<file path="config.mk">
export PLATFORM = sky130hd
export DESIGN_NAME = ds3_los_det
export DESIGN_NICKNAME = d
export VERILOG_FILES = /design/src/rtl/ds3_los_pkg.sv /design/src/rtl/ds3_los_zero_run.sv /design/src/rtl/ds3_los_mark_win.sv /design/src/rtl/ds3_los_ctrl.sv /design/src/rtl/ds3_los_det.sv
export SDC_FILE = /design/constraint.sdc
export NUM_CORES = 1
export LEC_CHECK = 0
export ABC_CLOCK_PERIOD_IN_PS = 3300
export BUFFER_PORTS_ARGS = -buffer_cell sky130_fd_sc_hd__buf_2
export CORE_MARGIN = 5
export CORE_UTILIZATION = 62
export CTS_CLUSTER_DIAMETER = 60
export CTS_CLUSTER_SIZE = 28
export DETAILED_ROUTE_END_ITERATION = 8
export GPL_ROUTABILITY_DRIVEN = 0
export PLACE_DENSITY = 0.78
export SETUP_SLACK_MARGIN = 0.2
export SLEW_MARGIN = 10
export SYNTH_ARGS = -nofsm -noshare
export SYNTH_HDL_FRONTEND = slang
export SYNTH_HIERARCHICAL = 1
export SYNTH_SLANG_ARGS = --single-unit
export TNS_END_PERCENT = 100
</file>
<file path="constraint.sdc">
create_clock -name clk -period 3.3 [get_ports clk]
set_clock_uncertainty 0.2 [all_clocks]
set_input_delay 0.33 -clock clk [delete_from_list [all_inputs] [get_ports clk]]
set_output_delay 0.33 -clock clk [all_outputs]
set_load 0.005 [all_outputs]
</file>
<file path="src/rtl/ds3_los_pkg.sv">
package ds3_los_pkg;
  localparam int unsigned LOS_ZERO_RUN_DEF = 180;
  localparam int unsigned LOS_WIN_LEN_DEF  = 180;
  localparam int unsigned LOS_MARK_MIN_DEF = 60;

  typedef struct packed {
    logic valid;
    logic mark;
  } ds3_beat_t;
endpackage

</file>
<file path="src/rtl/ds3_los_zero_run.sv">
module ds3_los_zero_run
  import ds3_los_pkg::*;
#(
  parameter int unsigned ZERO_RUN = LOS_ZERO_RUN_DEF,
  localparam int unsigned RW = $clog2(ZERO_RUN + 1)
) (
  input  logic          clk,
  input  logic          rst_n,
  input  ds3_beat_t     beat,
  output logic          run_hit,
  output logic [RW-1:0] run_cnt
);
  localparam logic [RW-1:0] RUN_MAX  = RW'(ZERO_RUN);
  localparam logic [RW-1:0] RUN_LAST = RW'(ZERO_RUN - 1);

  // the zero being accepted now completes the run
  assign run_hit = beat.valid && !beat.mark && (run_cnt >= RUN_LAST);

  always_ff @(posedge clk) begin
    if (!rst_n) begin
      run_cnt <= '0;
    end else if (beat.valid) begin
      if (beat.mark)              run_cnt <= '0;
      else if (run_cnt != RUN_MAX) run_cnt <= run_cnt + 1'b1;
    end
  end
endmodule

</file>
<file path="src/rtl/ds3_los_mark_win.sv">
module ds3_los_mark_win
  import ds3_los_pkg::*;
#(
  parameter int unsigned WIN_LEN  = LOS_WIN_LEN_DEF,
  parameter int unsigned MARK_MIN = LOS_MARK_MIN_DEF,
  localparam int unsigned CW = $clog2(WIN_LEN + 1)
) (
  input  logic          clk,
  input  logic          rst_n,
  input  logic          clr,
  input  ds3_beat_t     beat,
  output logic          exit_hit,
  output logic [CW-1:0] ones_cnt
);
  logic [WIN_LEN-1:0] hist;
  logic               oldest;
  logic [CW-1:0]      ones_nxt;

  assign oldest   = hist[WIN_LEN-1];
  assign ones_nxt = ones_cnt + CW'(beat.mark) - CW'(oldest);
  assign exit_hit = beat.valid && (ones_nxt >= CW'(MARK_MIN));

  generate
    if (WIN_LEN == 1) begin : g_single
      always_ff @(posedge clk) begin
        if (!rst_n || clr)   hist <= '0;
        else if (beat.valid) hist <= beat.mark;
      end
    end else begin : g_shift
      always_ff @(posedge clk) begin
        if (!rst_n || clr)   hist <= '0;
        else if (beat.valid) hist <= {hist[WIN_LEN-2:0], beat.mark};
      end
    end
  endgenerate

  always_ff @(posedge clk) begin
    if (!rst_n || clr)   ones_cnt <= '0;
    else if (beat.valid) ones_cnt <= ones_nxt;
  end
endmodule

</file>
<file path="src/rtl/ds3_los_ctrl.sv">
module ds3_los_ctrl (
  input  logic clk,
  input  logic rst_n,
  input  logic declare,
  input  logic recover,
  output logic los,
  output logic los_chg
);
  logic los_nxt;

  always_comb begin
    los_nxt = los;
    if (!los && declare)     los_nxt = 1'b1;
    else if (los && recover) los_nxt = 1'b0;
  end

  always_ff @(posedge clk) begin
    if (!rst_n) begin
      los     <= 1'b1;
      los_chg <= 1'b0;
    end else begin
      los     <= los_nxt;
      los_chg <= los_nxt ^ los;
    end
  end
endmodule

</file>
<file path="src/rtl/ds3_los_det.sv">
module ds3_los_det
  import ds3_los_pkg::*;
#(
  parameter int unsigned ZERO_RUN = LOS_ZERO_RUN_DEF,
  parameter int unsigned WIN_LEN  = LOS_WIN_LEN_DEF,
  parameter int unsigned MARK_MIN = LOS_MARK_MIN_DEF
) (
  input  logic clk,
  input  logic rst_n,
  input  logic in_valid,
  input  logic in_bit,
  output logic in_ready,
  output logic los,
  output logic los_chg
);
  localparam int unsigned RW = $clog2(ZERO_RUN + 1);
  localparam int unsigned CW = $clog2(WIN_LEN + 1);

  ds3_beat_t     run_beat, win_beat;
  logic          run_hit, exit_hit, declare;
  logic [RW-1:0] zrun_q;
  logic [CW-1:0] marks_q;

  assign in_ready = 1'b1;
  assign run_beat = '{valid: in_valid, mark: in_bit};
  // exit window only advances during the alarm
  assign win_beat = '{valid: in_valid && los, mark: in_bit};
  assign declare  = run_hit && !los;

  ds3_los_zero_run #(.ZERO_RUN(ZERO_RUN)) u_run (
    .clk(clk), .rst_n(rst_n), .beat(run_beat),
    .run_hit(run_hit), .run_cnt(zrun_q)
  );

  ds3_los_mark_win #(.WIN_LEN(WIN_LEN), .MARK_MIN(MARK_MIN)) u_win (
    .clk(clk), .rst_n(rst_n), .clr(declare), .beat(win_beat),
    .exit_hit(exit_hit), .ones_cnt(marks_q)
  );

  ds3_los_ctrl u_ctrl (
    .clk(clk), .rst_n(rst_n), .declare(declare), .recover(exit_hit),
    .los(los), .los_chg(los_chg)
  );
endmodule

</file>
# --- Yosys cells after proc, flatten, opt, wreduce, memory -nomap -nowiden ---
# Index checks and enable logic that the tools add are counted.
word_totals:
  register_bits: 198
  latchBits: 0
  mem_bits_rw: 0
  mem_bits_ro: 0
  input_bits: 4
  output_inout_bits: 3
  wordCells: 29
  n_memories: 0
classes:
  addsub: 3
  n_mul: 0
  n_div: 0
  magnitude_cmp: 2
  n_eq_ne: 1
  shifts: 0
  muxes: 4
  bitwise_logic: 1
  reduce_logical: 13
op_table:
  columns: ["operator", "count"]
  rows:
  - ["$mux W8", 2]
  - ["$add A8 B1 Y8", 1]
  - ["$add A8 B1 Y8 const B", 1]
  - ["$ge A8 B6 Y1 const B", 1]
  - ["$ge A8 B8 Y1 const B", 1]
  - ["$ne A8 B8 Y1 const B", 1]
  - ["$sub A8 B1 Y8", 1]
  - ["$logic_and A1 B1 Y1", 7]
  - ["$logic_not A1 Y1", 3]
  - ["$mux W1", 2]
  - ["$reduce_and A2 Y1", 1]
  - ["$reduce_bool A2 Y1", 1]
  - ["$logic_or A1 B1 Y1", 1]
  - ["$xor A1 B1 Y1", 1]

# --- Depth between registers and ports, before layout ---
# Gate-level depths: netlist (run 1).
depth:
  word_depth: 8
  mapped_depth: 14

# --- Cells and area by module ---
# Netlist (run 1), hierarchy kept.
modules_own_cells:
  columns: ["mod", "instances", "cells_per_inst", "area_each_um2"]
  rows:
  - ["ds3_los_mark_win", 1, 656, 6939.2]
  - ["ds3_los_zero_run", 1, 55, 515.5]
  - ["ds3_los_ctrl", 1, 7, 80.1]
  - ["ds3_los_det", 1, 4, 27.5]

# --- Worst setup path before layout (run 1) ---
# No wires, ideal clock.
synth_timing:
  path_type: "register -> register"
  start: "reg u_win.ones_cnt[0]"
  end: "reg u_ctrl.los"
  setup_ns: 0.119
  t_arrival_ns: 2.240
  t_required_ns: 2.981
  setup_slack_ns: 0.740
  path_stages_with_launch: 15
  n_path_buf: 0
  period_less_slack_ns: 2.560
  path_cell_list: "dfxtp_1 -> inv_1 -> ha_1 -> inv_1 -> ha_1 -> inv_1 -> fa_1 -> nor2b_4 -> o311ai_1 -> a21oi_2 -> xor2_1 -> a41oi_2 -> a21boi_1 -> nand2b_1 -> nand3_1"
synth_between:
  elab_chain_cells: 7
synth_rtl:
  columns: ["element", "line_no", "rtl"]
  rows:
  - ["start, declared", "ds3_los_mark_win.sv:13", "output logic [CW-1:0] ones_cnt"]
  - ["start signal, assigned", "ds3_los_mark_win.sv:39", "else if (beat.valid) ones_cnt <= ones_nxt;"]
  - ["$add A8 B1 Y8", "ds3_los_mark_win.sv:20", "assign ones_nxt = ones_cnt + CW'(beat.mark) - CW'(oldest);"]
  - ["$sub A8 B1 Y8", "ds3_los_mark_win.sv:20", null]
  - ["$ge A8 B6 Y1", "ds3_los_mark_win.sv:21", "assign exit_hit = beat.valid && (ones_nxt >= CW'(MARK_MIN));"]
  - ["$logic_and A1 B1 Y1", "ds3_los_mark_win.sv:21", null]
  - ["via exit_hit", "ds3_los_det.sv:20", "logic run_hit, exit_hit, declare;"]
  - ["$logic_and A1 B1 Y1", "ds3_los_ctrl.sv:14", "else if (los && recover) los_nxt = 1'b0;"]
  - ["$mux W1", "ds3_los_ctrl.sv:14", null]
  - ["$mux W1", "ds3_los_ctrl.sv:13", "if (!los && declare) los_nxt = 1'b1;"]
  - ["end signal, assigned", "ds3_los_ctrl.sv:22", "los <= los_nxt;"]
  - ["end, declared", "ds3_los_ctrl.sv:6", "output logic los,"]
# The timed path passes the listed nets, and every way through them passes these cells.
# A chain may end at the register's enable or synchronous reset.

# --- Final worst setup path (run 1) ---
# Ends and elaborated chain as after synthesis.

==> out/metrics.csv, run 1 <==
metric;value;unit
hpwl;6609;µm
worst_slack;0.5467;ns
reg2reg_from;u_win/ones_cnt[0];
drive_above_1_share;0.07490;
slowest_delay;0.44;ns
grt_pass1_vias;4517;
synthAdderAreaFrac;0.01919;
worst-path-buf-inv;3;
drt_iter0_drc;181;
post_drt_wl_per_cell;12.26;µm
cap_viol_max_count;0;
nets;723;
ir_drop;457.9;µV
post-route-min-period;2.753;ns
initial_core_util;0.6322;
antenna_cells;0;
min_delay_path_depth;2;
cts_root_buf;clkbuf_16;
yosysWarnings;6;
grt-ovfl-total;0;
fp.dieH;120.4;µm
fill_cells;886;
hold_path_startpoint;rst_n;
async_flop_share;0;
synth.top_cell.area_share;0.5242;
io_pins;7;
syn_nets;737;
setup_viol;0;
min_path_type;in -> reg;
design_area;8280;µm²
hold_ws;0.01519;ns
clock_latency;0.43;ns
path_cells;inv_1 > ha_1 > inv_1 > ha_1 > inv_1 > fa_1 > nor2b_4 > o311ai_1 > a21oi_2 > xor2_1 > a41oi_2 > a21boi_1 > nand2b_1 > nand3_1;
synthXorXnorAreaFrac;0.008107;
yosysTopAreaCell;dfxtp_1;
postCtsHoldBufs;0;
power_density;717.9;nW/µm²
end_kind;register;
netlist_instances;722;
hold_violations;0;
ys_ff_latch;198;
htreeDepth;4;
synth_cell_types;50;
worstSetupPathType;reg -> reg;
finalSetupTns;0;ns
cts_sinks;198;
cts_resized;0;
fin_cells;868;
r2r_setup_slack;0.55;ns
wl;10650;µm
start_kind;register;
synth_area_leaders;dfxtp_1 52%, mux2i_1 25%, nor2_1 9.7%;
rsz0062_at_grt;no;
clock_path_buffers;2;
worst_ep_arrival_time;2.85;ns
syn-cell-area;7562;µm²
core;11960;µm²
area_growth_syn_to_layout;9.497;%
leakage;3.451;nW
ys.flop_type;dfxtp_1;
grt_pass1_wl;19660;µm
worstHoldEndpoint;u_ctrl/los;
antenna_found_initial;0;
postCtsSetupRepairBufs;0;
status;finished, final reports clean;
placed_cells;836;
vias_per_cell;5.274;
relSlewSlack;0.5531;
tightest_slew;0.6704;ns
route.vias.total;4578;
synth_compound_area_frac;0.03243;
fmaxAchievable;363.2;MHz
place_area;7654;µm²
post-route-drc-count;0;
muxShareOfSynthArea;0.2488;
drt-pass1-iter-count;4;
rows;40;
cts_tree;built;
yosysSeqAreaShare;0.5242;
drv_slew;0;
path_delay_family;adder cells;
yosys.area_share.simple;0.1315;
r2r_cells;14;
synth_area_per_cell;10.47;µm²
synth_edf_count;0;
die_w;120.4;µm
crit_fanout;2;
portBuffers;5;
numCtsBuffers;17;
synth_top_family_by_area;multiplexers;
p_total;5.944;mW
die_area;14510;µm²
track_usage;0.1625;
clkSlewWorstSetupHoldPaths;0.07;ns
path_common_cell;inv_1;
pre_cts_ws;0.5458;ns
finalCritPeriodShare;0.8343;
r2r-end;u_ctrl/los;
postRouteAntennaNets;0;
post-route-util;0.6923;
cp.required;3.40;ns
cpMaxStageDelayCell;fa_1;
grt_max_degree;78;
[worst max path at each step]
stage / start / end / slack, ns / cells past startpoint
2_1_floorplan: u_win/ones_cnt[0] / u_ctrl/los / 0.74 / 14
3_3_place_gp: u_win/ones_cnt[0] / u_ctrl/los / 0.63 / 14
3_5_place_dp: u_win/ones_cnt[0] / u_ctrl/los / 0.55 / 14
4_1_cts: u_win/ones_cnt[0] / u_ctrl/los / 0.53 / 14
5_1_grt: u_win/ones_cnt[0] / u_ctrl/los / 0.32 / 14
6_report: u_win/ones_cnt[0] / u_ctrl/los / 0.55 / 14
[synthesized netlist by cell type, types with 2 or more instances]
cell type / count
xnor2_1: 3
o21ai_0: 5
mux2i_1: 188
inv_1: 12
a31oi_1: 2
ha_1: 10
nand2b_1: 4
buf_2: 15
o211ai_1: 3
buf_1: 9
buf_4: 10
nor3b_1: 2
o21ai_1: 2
clkbuf_1: 10
and3_1: 4
dfxtp_1: 198
nand2_1: 4
a21boi_1: 2
nand3_1: 3
nor2b_1: 4
xor2_1: 4
a21oi_1: 5
nand4b_1: 2
nor2_1: 195
[logic make-up (layout without fill, tap and decap cells)]
family | count (synthesis) | count (layout)
and+or+nand+nor | 230 | 230
DFF | 198 | 198
muxes | 188 | 188
buffers and inverters | 56 | 55
AOI/OAI and AO/OA | 31 | 31
adders and majority gates | 11 | 11
xor gates and xnor gates | 7 | 7
other | 1 | 1
[power by group]
part           switching (mW)  internal (mW)
sequential             0.0401           2.44
clock                   0.867           1.28
combinational           0.716          0.596
total                    1.62           4.32
[state kept, by name, indices dropped and copies added (netlist names)]
name,count
u_run/run_cnt,8
u_win/ones_cnt,8
u_ctrl/los,1
u_win/hist,180
u_ctrl/los_chg,1
[layer usage]
layer | global-route usage | part of all wire
met1 | 0.1989 | 0.47
met2 | 0.2710 | 0.48
met3 | 0.04210 | 0.022
met4 | 0.07011 | 0.019
met5 | 0 | 0
[placed cells by master, fill, tap and decap left out, types with 3 or more instances in the layout]
cell type / n
nand2b_1: 3
mux2i_1: 188
ha_1: 10
nand3_1: 3
nor2b_1: 4
a21oi_1: 5
and3_1: 4
o21ai_0: 5
inv_1: 12
xor2_1: 4
dfxtp_1: 198
bufinv_16: 4
o211ai_1: 3
buf_12: 4
buf_2: 5
xnor2_1: 3
nor2_1: 195
clkbuf_16: 17
nand2_1: 4
[cell type report]
class / count / area [µm²] / area share
sequential: 198 / 3964 / 0.4787
multi-input combinational: 468 / 3341 / 0.4034
clock buffer: 19 / 432.9 / 0.05228
clock inverter: 13 / 193.9 / 0.02342
tap: 147 / 183.9 / 0.02221
timing repair buffer: 11 / 120.1 / 0.01451
inverter: 12 / 45.04 / 0.005440
Power figures use the tool's default switching activity.
==> run 2, diff against run 1 <==
--- a/config.mk
+++ b/config.mk
@@ -5,7 +5,7 @@
 export SDC_FILE = /design/constraint.sdc
 export NUM_CORES = 1
 export LEC_CHECK = 0
-export ABC_CLOCK_PERIOD_IN_PS = 3300
+export ABC_CLOCK_PERIOD_IN_PS = 2630
 export BUFFER_PORTS_ARGS = -buffer_cell sky130_fd_sc_hd__buf_2
 export CORE_MARGIN = 5
 export CORE_UTILIZATION = 62
==> constraint.sdc (replaced) <==
create_clock -name clk -period 2.63 [get_ports clk]
set_clock_uncertainty 0.2 [all_clocks]
set_input_delay 0.263 -clock clk [delete_from_list [all_inputs] [get_ports clk]]
set_output_delay 0.263 -clock clk [all_outputs]
set_load 0.005 [all_outputs]
==> run 2 against run 1 <==
  * Sequential power increased by 26%
  * Core utilization grew 1.7 points
  * Worst setup slack lost 0.51 ns
  * Clock power is 25% higher
  * Flip-flop and latch count unchanged
  * Combinational power grew 54%
  * Clock-buffer cell count grew 2
  * Register-to-register slack lost 0.51 ns
==> out/metrics.csv, run 2 (same netlist as run 1, synthesis figures left out) <==
metric;value;unit;change
status;finished, final reports clean;;unchanged
grt_max_degree;145;;was 78
post-route-min-period;2.594;ns;was 2.753 ns
path_cells;inv_2 > ha_4 > inv_4 > ha_4 > inv_2 > fa_2 > nor2b_4 > o311ai_4 > a21oi_2 > xor2_2 > a41oi_2 > a21boi_1 > nand2b_1 > nand3_1;;was inv_1 > ha_1 > inv_1 > ha_1 > inv_1 > fa_1 > nor2b_4 > o311ai_1 > a21oi_2 > xor2_1 > a41oi_2 > a21boi_1 > nand2b_1 > nand3_1
grt_pass1_vias;4648;;was 4517
r2r_cells;14;;unchanged
numCtsBuffers;17;;unchanged
setup_viol;0;;unchanged
wl;11580;µm;was 10650 µm
rows;40;;unchanged
area_growth_syn_to_layout;12.11;%;was 9.497%
worstHoldEndpoint;u_run/run_cnt[1];;was u_ctrl/los
worst-path-buf-inv;3;;unchanged
initial_core_util;0.6322;;unchanged
slowest_delay;0.36;ns;was 0.44 ns
path_delay_family;adder cells;;unchanged
drv_slew;0;;unchanged
placed_cells;840;;was 836
crit_fanout;2;;unchanged
largest_reg_flops;180;;unchanged
nets;733;;was 723
layout_commonest_cell;dfxtp_1;;unchanged
cp.required;2.73;ns;was 3.40 ns
track_usage;0.1650;;was 0.1625
io_pins;7;;unchanged
hold_path_startpoint;rst_n;;unchanged
cts_root_buf;clkbuf_16;;unchanged
drt-pass1-iter-count;4;;unchanged
drive_above_1_share;0.09986;;was 0.07490
die_area;14510;µm²;unchanged
grt-ovfl-total;0;;unchanged
fmaxAchievable;385.4;MHz;was 363.2 MHz
htreeDepth;4;;unchanged
core;11960;µm²;unchanged
vias_per_cell;5.392;;was 5.274
drt_iter0_drc;242;;was 181
r2r-end;u_ctrl/los;;unchanged
leakage;3.525;nW;was 3.451 nW
min_path_type;in -> reg;;unchanged
cts_sinks;198;;unchanged
finalCritPeriodShare;0.9865;;was 0.8343
regMostFlops;u_win/hist;;unchanged
worst_slack;0.03557;ns;was 0.5467 ns
worst_ep_arrival_time;2.69;ns;was 2.85 ns
rsz0062_at_grt;yes;;was no
fp.dieH;120.4;µm;unchanged
clock_latency;0.42;ns;was 0.43 ns
r2r_setup_slack;0.04;ns;was 0.55 ns
post_drt_wl_per_cell;13.19;µm;was 12.26 µm
power_density;922.2;nW/µm²;was 717.9 nW/µm²
clkSlewWorstSetupHoldPaths;0.06;ns;was 0.07 ns
antenna_found_initial;0;;unchanged
grt_pass1_wl;19930;µm;was 19660 µm
crit_start;u_win/ones_cnt[0];;unchanged
start_kind;register;;unchanged
fin_cells;878;;was 868
post-route-drc-count;0;;unchanged
reg_top3;u_win/hist: 180 flops, u_run/run_cnt: 8 flops, u_win/ones_cnt: 8 flops;;unchanged
hpwl;6628;µm;was 6609 µm
die_w;120.4;µm;unchanged
end_kind;register;;unchanged
portBuffers;5;;unchanged
ir_drop;531.5;µV;was 457.9 µV
cap_viol_max_count;0;;unchanged
postRouteAntennaNets;0;;unchanged
reg2reg_from;u_win/ones_cnt[0];;unchanged
cpMaxStageDelayCell;fa_2;;was fa_1
antenna_cells;0;;unchanged
min_delay_path_depth;2;;unchanged
worstSetupPathType;reg -> reg;;unchanged
most-common-layout-cells;196 x dfxtp_1, 195 x nor2_1, 188 x mux2i_1;;was 198 x dfxtp_1, 195 x nor2_1, 188 x mux2i_1
route.vias.total;4734;;was 4578
clock_path_buffers;2;;unchanged
cts_tree;built;;unchanged
pre_cts_ws;-0.1004;ns;was 0.5458 ns
hold_violations;0;;unchanged
p_total;7.818;mW;was 5.944 mW
-- run 2: changes by cell type in the layout (fill, tap and decap cells not counted), moves of 2 or more --
cell	previous run	this run
inv_1	12	9
ha_1	10	8
dlygate4sd3_1	0	2
dfxtp_1	198	196
ha_4	0	2
inv_8	2	0
dfxtp_2	0	2
buf_4	2	6
inv_2	0	2
-- run 2: timing repair --
action / in CTS / in global routing
cloned: 0 / 1
hold buffers: 2 / 0
setup endpoints to repair: 3 / 146
hold endpoints to repair: 2 / 0
pin swaps: 8 / 6
gates resized for setup: 11 / 5
setup buffers: 1 / 2
-- run 2: layout make-up --
class / instances / area [µm²]
flip-flops and latches: 198 / 3966
fillers: 841 / 3483
multi-input cells: 468 / 3405
clock buffers: 21 / 450.4
repair buffers: 21 / 254.0
well taps: 147 / 183.9
clock inverters: 11 / 171.4
inverters: 12 / 47.55
-- run 2: worst reg2reg max path: stages (launching register included) --
cell and delay, ns:
dfxtp_2 0.34, inv_2 0.05, ha_4 0.22, inv_4 0.06, ha_4 0.12, inv_2 0.03, fa_2 0.36, nor2b_4 0.17
o311ai_4 0.10, a21oi_2 0.21, xor2_2 0.20, a41oi_2 0.05, a21boi_1 0.17, nand2b_1 0.13, nand3_1 0.07
-- run 2: worst max-delay path by stage --
stage | depth (start not counted) | slack (ns) | endpoint
global route | 14 | -0.02 | u_ctrl/los
finish | 14 | 0.04 | u_ctrl/los
CTS | 14 | -0.007 | u_ctrl/los
detailed placement | 14 | -0.10 | u_ctrl/los
global placement | 14 | 0.05 | u_ctrl/los
floorplan | 14 | 0.16 | u_ctrl/los
-- run 2: power breakdown --
group	internal [mW]	switching (mW)
combinational	0.984	1.04
clock	1.62	1.06
sequential	3.07	0.0528
-- run 2: metrics by stage --
step	area [µm²]	util	setup TNS (ns)	hold WS (ns)
2_1_floorplan	7565	-	0	0.1348
3_3_place_gp	7711	0.6447	0	0.2714
3_5_place_dp	7711	0.6447	-0.1685	0.2792
4_1_cts	8413	0.7033	-0.007325	0.002712
5_1_grt	8478	0.7088	-0.02438	0.01945
6_report	8478	0.7088	0	0.02093
-- run 2: metal layers --
layer  vias up  GRT usage  wire (µm)
met5         -          0          0
met4         0    0.07153        196
met3        16    0.04256        250
met2        45     0.2903       5773
met1      2260     0.1890       5361
li1       2413          -          -
==> run 3, diff against run 2 <==
--- a/config.mk
+++ b/config.mk
@@ -5,15 +5,15 @@
 export SDC_FILE = /design/constraint.sdc
 export NUM_CORES = 1
 export LEC_CHECK = 0
-export ABC_CLOCK_PERIOD_IN_PS = 2630
+export ABC_CLOCK_PERIOD_IN_PS = 2200
 export BUFFER_PORTS_ARGS = -buffer_cell sky130_fd_sc_hd__buf_2
-export CORE_MARGIN = 5
-export CORE_UTILIZATION = 62
+export CORE_UTILIZATION = 56
 export CTS_CLUSTER_DIAMETER = 60
 export CTS_CLUSTER_SIZE = 28
 export DETAILED_ROUTE_END_ITERATION = 8
 export GPL_ROUTABILITY_DRIVEN = 0
-export PLACE_DENSITY = 0.78
+export MAX_ROUTING_LAYER = met4
+export PLACE_DENSITY = 0.75
 export SETUP_SLACK_MARGIN = 0.2
 export SLEW_MARGIN = 10
 export SYNTH_ARGS = -nofsm -noshare
==> constraint.sdc (replaced) <==
create_clock -name clk -period 2.2 [get_ports clk]
set_clock_uncertainty 0.2 [all_clocks]
set_input_delay 0.22 -clock clk [delete_from_list [all_inputs] [get_ports clk]]
set_output_delay 0.22 -clock clk [all_outputs]
set_load 0.005 [all_outputs]
==> run 3 against run 2 <==
  * The run now ends with negative hold slack, negative setup slack left
  * Flip-flop and latch count did not move
  * Combinational power rose by 40%
  * Die area fell by 3.7%
  * Critical path type unchanged
==> out/metrics.csv, run 3 (same netlist as run 1, synthesis figures left out) <==
metric;value;unit;change
clock_latency;0.43;ns;was 0.42 ns
r2r_cells;15;;was 14
violations;negative hold slack, negative setup slack;;
worstSetupPathType;reg -> reg;;unchanged
drt_iter0_drc;210;;was 242
die_area;13970;µm²;was 14510 µm²
post-route-min-period;2.570;ns;was 2.594 ns
initial_core_util;0.5733;;was 0.6322
track_usage;0.1979;;was 0.1650
antenna_found_initial;0;;unchanged
grt_max_degree;44;;was 145
postCtsHoldBufs;1;;was 2
cp.required;2.32;ns;was 2.73 ns
area_growth_syn_to_layout;17.11;%;was 12.11%
rsz0062_at_grt;yes;;unchanged
worst_slack;-0.3704;ns;was 0.03557 ns
clkSlewWorstSetupHoldPaths;0.06;ns;about the same
start_kind;register;;unchanged
nets;750;;was 733
io_pins;7;;unchanged
cts_tree;built;;unchanged
grt_pass1_wl;21550;µm;was 19930 µm
drive_above_1_share;0.1310;;was 0.09986
cts_sinks;198;;unchanged
wl_met1;5636;µm;was 5361 µm
grt_pass1_vias;4788;;was 4648
hold_ws;-0.1012;ns;was 0.02093 ns
crit_fanout;2;;unchanged
htreeDepth;4;;unchanged
dr.max_layer_used;met4;;unchanged
vias_per_cell;5.186;;was 5.392
cap_viol_max_count;0;;unchanged
most-common-layout-cells;195 x dfxtp_1, 191 x nor2_1, 188 x mux2i_1;;was 196 x dfxtp_1, 195 x nor2_1, 188 x mux2i_1
end_kind;register;;unchanged
layout_commonest_cell;dfxtp_1;;unchanged
clock_path_buffers;2;;unchanged
drt-pass1-iter-count;4;;unchanged
setup_viol;54;;was 0
reg_top3;u_win/hist: 180 flops, u_run/run_cnt: 8 flops, u_win/ones_cnt: 8 flops;;unchanged
wl_met3;295;µm;was 250 µm
post-route-drc-count;0;;unchanged
antenna_cells;0;;unchanged
cts_root_buf;clkbuf_16;;unchanged
min_path_type;in -> reg;;unchanged
leakage;3.606;nW;was 3.525 nW
status;complete, but fails checks;;was finished, final reports clean
p_total;10.00;mW;was 7.818 mW
worst_ep_arrival_time;2.69;ns;about the same
finalCritPeriodShare;1.168;;was 0.9865
hpwl;6895;µm;was 6628 µm
numCtsBuffers;17;;unchanged
post-route-util;0.6714;;was 0.7088
ir_drop;670.4;µV;was 531.5 µV
post_drt_wl_per_cell;13.58;µm;was 13.19 µm
hold_violations;10;;was 0
wl;12550;µm;was 11580 µm
fp.dieH;118.2;µm;was 120.4 µm
grt-ovfl-total;0;;unchanged
routed-wl-met2;6347;µm;was 5773 µm
route.vias.total;4792;;was 4734
power_density;1129;nW/µm²;was 922.2 nW/µm²
largest_reg_flops;180;;unchanged
min_delay_path_depth;2;;unchanged
postRouteAntennaNets;0;;unchanged
rows;42;;was 40
regMostFlops;u_win/hist;;unchanged
die_w;118.2;µm;was 120.4 µm
drv_slew;0;;unchanged
fmaxAchievable;389.0;MHz;was 385.4 MHz
portBuffers;5;;unchanged
core;13190;µm²;was 11960 µm²
-- run 3: changes by cell type in the layout (fill, tap and decap cells not counted), sizes merged --
cell / change
bufinv: +2
dlygate4sd3: -1
clkbuf: -1
clkinvlp: -1
buf: +16
bufbuf: +3
clkinv: -1
-- run 3: routing by layer --
layer / track usage / vias up
met3: 0.04730 / 25
met2: 0.3393 / 45
li1: - / 2457
met5: - / -
met4: 0.08974 / 0
met1: 0.2174 / 2265
-- run 3: worst max-delay path: stages, from the launching register on --
cell      delay, ns
dfxtp_2        0.33
inv_2          0.04
ha_4           0.20
inv_2          0.06
ha_4           0.12
inv_2          0.03
fa_2           0.36
nor2b_4        0.16
o311ai_4       0.10
a21oi_2        0.20
xor2_2         0.11
buf_4          0.14
buf_6          0.10
buf_6          0.10
mux2i_1        0.13
nor2_1         0.05
-- run 3: final timing paths --
path,end,startpoint,slack [ns]
max,u_win/ones_cnt[6],u_win/ones_cnt[0],-0.37
min,u_ctrl/los,rst_n,-0.10
max reg2reg,u_win/ones_cnt[6],u_win/ones_cnt[0],-0.37
min reg2reg,u_win/hist[11],u_win/hist[10],0.29
-- run 3: area by class of cell --
| type | count | area (µm²) |
|---|---|---|
| multi-input cells | 468 | 3435 |
| repair buffers | 38 | 520.5 |
| well taps | 176 | 220.2 |
| clock inverters | 11 | 217.7 |
| fillers | 959 | 4334 |
| clock buffers | 21 | 450.4 |
| flip-flops and latches | 198 | 3968 |
| inverters | 12 | 45.04 |
-- run 3: repair_timing --
item / CTS / global route
hold endpoints to repair: 11 / 9
setup buffers: 5 / 3
pin swaps: 14 / 6
gates cloned: 5 / 0
endpoints found under the setup margin: 188 / 190
gates resized for setup: 15 / 8
-- run 3: where the power goes --
part,switching (mW),total (mW),leakage (nW),internal [mW]
clock,1.28,3.45,0.324,2.17
sequential,0.0613,3.73,1.60,3.67
combinational,1.41,2.83,1.69,1.42
-- run 3: stage by stage --
stage	hold WS, ns	setup WS, ns	instance area [µm²]	TNS (ns)	instances
2_1_floorplan	0.09183	-0.2655	7725	-0.4935	722
3_3_place_gp	0.2682	-0.3820	7865	-0.8805	878
3_5_place_dp	0.2778	-0.4439	7865	-1.135	878
4_1_cts	-0.1168	-0.3819	8808	-8.264	921
5_1_grt	-0.1000	-0.4894	8856	-19.00	924
6_report	-0.1012	-0.3704	8856	-4.895	924
